$ cat src/rtl/dpmul_pkg.sv
package dpmul_pkg;

    localparam int unsigned DPM_A_W   = 16;
    localparam int unsigned DPM_B_W   = 8;
    localparam int unsigned DPM_RED_W = 4;

    typedef enum logic {
        PREC_RED  = 1'b0,
        PREC_FULL = 1'b1
    } prec_e;

    typedef enum logic {
        BUILD_MASK  = 1'b0,
        BUILD_SPLIT = 1'b1
    } build_e;

    // Product width for the given operand widths.
    function automatic int unsigned prod_width(input int unsigned aw, input int unsigned bw);
        return aw + bw;
    endfunction

    // Left shift that restores full-mode scale for a reduced product.
    function automatic int unsigned red_shift(input int unsigned bw, input int unsigned rw);
        return bw - rw;
    endfunction

endpackage

$ cat src/rtl/dpmul_isol.sv
// Operand stage: registers the accepted pair into the operand registers of
// the unit chosen by the build and the precision flag; others stay frozen.
module dpmul_isol
    import dpmul_pkg::*;
#(
    parameter build_e      BUILD = BUILD_MASK,
    parameter int unsigned A_W   = DPM_A_W,
    parameter int unsigned B_W   = DPM_B_W,
    parameter int unsigned RED_W = DPM_RED_W
) (
    input  logic             clk,
    input  logic             rst,
    input  logic             in_valid,
    input  logic             prec_full,
    input  logic [A_W-1:0]   a_in,
    input  logic [B_W-1:0]   b_in,
    output logic             s1_valid,
    output prec_e            s1_mode,
    output logic [A_W-1:0]   opf_a,
    output logic [B_W-1:0]   opf_b,
    output logic [A_W-1:0]   opr_a,
    output logic [RED_W-1:0] opr_b
);
    localparam int unsigned DROP_W = red_shift(B_W, RED_W);

    logic [RED_W-1:0] b_hi;
    assign b_hi = b_in[B_W-1 -: RED_W];

    always_ff @(posedge clk) begin
        if (rst) begin
            s1_valid <= 1'b0;
            s1_mode  <= PREC_RED;
        end else begin
            s1_valid <= in_valid;
            if (in_valid) begin
                s1_mode <= prec_full ? PREC_FULL : PREC_RED;
            end
        end
    end

    generate
        if (BUILD == BUILD_MASK) begin : g_mask
            logic [B_W-1:0] b_gated;
            always_comb begin
                if (prec_full) b_gated = b_in;
                else           b_gated = {b_hi, {DROP_W{1'b0}}};
            end

            always_ff @(posedge clk) begin
                if (rst) begin
                    opf_a <= '0;
                    opf_b <= '0;
                end else if (in_valid) begin
                    opf_a <= a_in;
                    opf_b <= b_gated;
                end
            end

            assign opr_a = '0;
            assign opr_b = '0;
        end else begin : g_split
            always_ff @(posedge clk) begin
                if (rst) begin
                    opf_a <= '0;
                    opf_b <= '0;
                end else if (in_valid && prec_full) begin
                    opf_a <= a_in;
                    opf_b <= b_in;
                end
            end

            always_ff @(posedge clk) begin
                if (rst) begin
                    opr_a <= '0;
                    opr_b <= '0;
                end else if (in_valid && !prec_full) begin
                    opr_a <= a_in;
                    opr_b <= b_hi;
                end
            end
        end
    endgenerate

endmodule

$ cat src/rtl/dpmul_full_unit.sv
// Full-width signed array product.
module dpmul_full_unit
    import dpmul_pkg::*;
#(
    parameter int unsigned A_W = DPM_A_W,
    parameter int unsigned B_W = DPM_B_W
) (
    input  logic [A_W-1:0]                    mcand,
    input  logic [B_W-1:0]                    mplier,
    output logic signed [prod_width(A_W, B_W)-1:0] prod
);
    localparam int unsigned P_W = prod_width(A_W, B_W);

    logic signed [P_W-1:0] ax;
    logic signed [P_W-1:0] bx;

    assign ax   = P_W'($signed(mcand));
    assign bx   = P_W'($signed(mplier));
    assign prod = ax * bx;

endmodule

$ cat src/rtl/dpmul_red_unit.sv
// Narrow signed product built from shifted partial terms; the sign bit of
// the short operand carries negative weight. Result is rescaled to the
// full-mode product scale.
module dpmul_red_unit
    import dpmul_pkg::*;
#(
    parameter int unsigned A_W   = DPM_A_W,
    parameter int unsigned B_W   = DPM_B_W,
    parameter int unsigned RED_W = DPM_RED_W
) (
    input  logic [A_W-1:0]                         mcand,
    input  logic [RED_W-1:0]                       mplier,
    output logic signed [prod_width(A_W, B_W)-1:0] prod
);
    localparam int unsigned P_W    = prod_width(A_W, B_W);
    localparam int unsigned DROP_W = red_shift(B_W, RED_W);

    logic signed [P_W-1:0] ax;
    logic signed [P_W-1:0] term [RED_W];
    logic signed [P_W-1:0] acc;

    assign ax = P_W'($signed(mcand));

    generate
        for (genvar i = 0; i < RED_W; i++) begin : g_term
            if (i == RED_W - 1) begin : g_neg
                assign term[i] = mplier[i] ? -(ax <<< i) : '0;
            end else begin : g_pos
                assign term[i] = mplier[i] ? (ax <<< i) : '0;
            end
        end
    endgenerate

    always_comb begin
        acc = '0;
        for (int k = 0; k < RED_W; k++) begin
            acc = acc + term[k];
        end
    end

    assign prod = acc <<< DROP_W;

endmodule

$ cat src/rtl/dpmul_top.sv
module dpmul_top
    import dpmul_pkg::*;
#(
    parameter build_e      BUILD = BUILD_MASK,
    parameter int unsigned A_W   = DPM_A_W,
    parameter int unsigned B_W   = DPM_B_W,
    parameter int unsigned RED_W = DPM_RED_W
) (
    input  logic                            clk,
    input  logic                            rst,
    input  logic                            in_valid,
    input  logic                            prec_full,
    input  logic [A_W-1:0]                  a_in,
    input  logic [B_W-1:0]                  b_in,
    output logic                            out_valid,
    output logic                            out_full,
    output logic [prod_width(A_W, B_W)-1:0] out_prod
);
    localparam int unsigned P_W = prod_width(A_W, B_W);

    logic             s1_valid;
    prec_e            s1_mode;
    logic [A_W-1:0]   opf_a;
    logic [B_W-1:0]   opf_b;
    logic [A_W-1:0]   opr_a;
    logic [RED_W-1:0] opr_b;

    logic signed [P_W-1:0] pf;
    logic [P_W-1:0]        p_sel;

    dpmul_isol #(
        .BUILD (BUILD),
        .A_W   (A_W),
        .B_W   (B_W),
        .RED_W (RED_W)
    ) u_isol (
        .clk       (clk),
        .rst       (rst),
        .in_valid  (in_valid),
        .prec_full (prec_full),
        .a_in      (a_in),
        .b_in      (b_in),
        .s1_valid  (s1_valid),
        .s1_mode   (s1_mode),
        .opf_a     (opf_a),
        .opf_b     (opf_b),
        .opr_a     (opr_a),
        .opr_b     (opr_b)
    );

    dpmul_full_unit #(
        .A_W (A_W),
        .B_W (B_W)
    ) u_full (
        .mcand  (opf_a),
        .mplier (opf_b),
        .prod   (pf)
    );

    generate
        if (BUILD == BUILD_SPLIT) begin : g_split
            logic signed [P_W-1:0] pr;

            dpmul_red_unit #(
                .A_W   (A_W),
                .B_W   (B_W),
                .RED_W (RED_W)
            ) u_red (
                .mcand  (opr_a),
                .mplier (opr_b),
                .prod   (pr)
            );

            assign p_sel = (s1_mode == PREC_FULL) ? pf : pr;
        end else begin : g_mask
            assign p_sel = pf;
        end
    endgenerate

    always_ff @(posedge clk) begin
        if (rst) begin
            out_valid <= 1'b0;
            out_full  <= 1'b0;
            out_prod  <= '0;
        end else begin
            out_valid <= s1_valid;
            if (s1_valid) begin
                out_full <= (s1_mode == PREC_FULL);
                out_prod <= p_sel;
            end
        end
    end

endmodule

$ cat config.mk
export PLATFORM = sky130hd
export DESIGN_NAME = dpmul_top
export DESIGN_NICKNAME = d
export VERILOG_FILES = /design/src/rtl/dpmul_pkg.sv /design/src/rtl/dpmul_isol.sv /design/src/rtl/dpmul_full_unit.sv /design/src/rtl/dpmul_red_unit.sv /design/src/rtl/dpmul_top.sv
export SDC_FILE = /design/constraint.sdc
export NUM_CORES = 1
export LEC_CHECK = 0
export BUFFER_PORTS_ARGS = -buffer_cell sky130_fd_sc_hd__clkbuf_2
export CORE_ASPECT_RATIO = 0.6
export CORE_MARGIN = 5
export CORE_UTILIZATION = 35
export DETAILED_ROUTE_END_ITERATION = 8
export GPL_ROUTABILITY_DRIVEN = 0
export SLEW_MARGIN = 15
export SYNTH_ARGS = -nofsm -noshare
export SYNTH_HDL_FRONTEND = slang
export SYNTH_SLANG_ARGS = --single-unit
$ cat constraint.sdc
create_clock -name clk -period 7 [get_ports clk]
set_input_delay 1.05 -clock clk [delete_from_list [all_inputs] [get_ports clk]]
set_output_delay 1.05 -clock clk [all_outputs]
set_load 0.02 [all_outputs]
==> results.cfg <==
[status]
status = finished clean

[cts]
htreeDepth = 2
clk_pin_slew_ps = 80
clock_sink_count = 52
numCtsBuffers = 5
ctsHoldBuffers = 0
cts_resized = 0
clk_path_buf_depth = 2
postCtsSetupBuffers = 0
cts_root_buf = clkbuf_16
cts_tree = built
insertion_delay_ps = 310

[final_layout]
final_cells = 987
final_common_cell = inv_1
utilization_pct = 39.3
multi_input_area_mm2 = 0.00479
final_cell_mix = inv_1 (134), fa_1 (103), and2_1 (87)
syn2layout_area_growth_pct = 10.2
seq_area_mm2 = 0.00104
diodes = 0
nets = 922
stdcell_area_mm2 = 0.00707
nFillCells = 1867
final_layout_size_suffix_gt1_share_pct = 10.4

[global_routing]
antenna_found_initial = 0
first_global_vias = 4851
grt_usage_pct = 15.4
grt.overflow.total = 0
grt_max_degree = 49
grt_pass1_wl_mm = 25.9

[logic_synthesis]
synth-main-ff-cell = dfxtp_1
syn_avg_cell_area_um2 = 9.08
ys_ff_latch = 52
yosys_warnings = 0
synth_edf_count = 0
syn_area_mm2 = 0.00642
synth_seq_area_share_pct = 16.2
yosysUniqueCellTypes = 53
async_reset_ff_share_pct = 0
syn_inst = 707
syn_nets = 883

[setup_path]
critPathKind = reg -> reg
worstSetupStartpointType = flip-flop
critPathArrivalTime_ps = 5180
crit_fanout = 17
cp.required_ps = 7200
worstSetupEndpointType = flip-flop

[drt]
drtIter0Drc = 247
remaining_drc_errors = 0
ant_nets = 0
wl_per_cell_um = 15.3
first_pass_iters = 5
routed_wl_mm = 15.1
avgViaCountPerCell = 4.76
vias = 4703

[power]
power_density_mw_per_mm2 = 123
p_total_uw = 867
p_leak_nw = 3.59
peakVddDrop_uv = 102

[timing]
max_freq_mhz = 201
setup_tns_ps = 0
whs_ps = 458
slew_violations = 0
slew_headroom_pct = 37.1
finClkSkew_ps = 14.4
setup_viol = 0
fin_crit_ps = 4990
tightest_slew_ps = 944
fin_crit_sh_pct = 71.2
hold_viol = 0
finalWorstSetupSlack_ps = 2010
rsz0062_at_grt = false

[die]
start_util_pct = 35.6
die_h_um = 115
pin_count = 54
core.rowCount = 38
die_w_um = 185
dieArea_mm2 = 0.0212
fp.coreArea_mm2 = 0.0180

[placement]
dp_cells = 979
placed_cell_area_mm2 = 0.00691
place_ws_ps = 2060
port_buffers = 53
dp_hpwl_mm = 12.2

[min_path]
hold_path_class = reg -> reg

[run]
cap_violations = 0
flip-flops by register name (all words and copies together), names as in the netlist:
name,flops
out_prod,24
u_isol.s1_mode,1
u_isol.opf_a,16
u_isol.s1_valid,1
out_valid,1
out_full,1
u_isol.opf_b,8
worst max-delay path, stage by stage, from the launching register on:
cell	delay (ps)
dfxtp_1	770
and2_1	260
fa_1	460
fa_1	530
fa_1	500
inv_1	50
fa_1	520
inv_1	40
ha_1	340
a21o_1	210
or2_4	260
o21ai_4	170
a211oi_1	140
or3_1	370
a32o_1	240
cells in the mapped netlist (5+ instances only):
| library cell | count | area (um2) |
|---|---|---|
| fa_1 | 103 | 2060 |
| a21oi_1 | 19 | 95.1 |
| and2_1 | 87 | 544 |
| nor2_1 | 57 | 214 |
| mux2i_1 | 28 | 280 |
| inv_1 | 134 | 503 |
| nand2_1 | 39 | 146 |
| clkbuf_1 | 18 | 67.6 |
| a211oi_1 | 5 | 37.5 |
| nand3_1 | 10 | 50.1 |
| a21o_1 | 11 | 82.6 |
| nor3_1 | 9 | 45.0 |
| nand2b_1 | 7 | 43.8 |
| o21a_1 | 5 | 37.5 |
| ha_1 | 45 | 563 |
| xnor2_1 | 12 | 105 |
| dfxtp_1 | 52 | 1040 |
| o21ai_0 | 12 | 60.1 |
metal layers:
metal  vias up  global-route usage, %  wire [um]
li1       2280                      -          -
met3        12                   3.16        847
met1      2300                   23.3       7820
met5         -                      0          0
met2       111                   23.0       6210
met4         0                   3.23        169
kinds of logic after synthesis:
family	synth area share, %
compound gates	8.93
xor+xnor	2.18
fa+ha+maj	40.9
buf+inv	9.20
flops	16.2
mux	4.60
simple gates	18.0
power by group:
part	internal (mW)	switching (mW)	total, mW
registers	0.311	0.0287	0.340
logic	0.0962	0.136	0.232
clock network	0.169	0.126	0.295
path summary, 6_finish.rpt:
kind                                      start      endpoint  slack, ps  cells past startpoint
worst min-delay path               out_prod[16]  out_prod[16]        460                      2
worst max register to register  u_isol.opf_b[3]  out_prod[20]       2010                     14
worst max-delay path            u_isol.opf_b[3]  out_prod[20]       2010                     14
worst min register to register     out_prod[16]  out_prod[16]        460                      2
cell type report:
type	count	area share (%)
Tap cell	240	4.24
Inverter	134	7.11
Multi-Input combinational cell	498	67.7
Clock inverter	2	0.495
Sequential cell	52	14.7
Clock buffer	6	1.82
Timing Repair Buffer	55	3.96
Power figures use the tool's default switching activity.
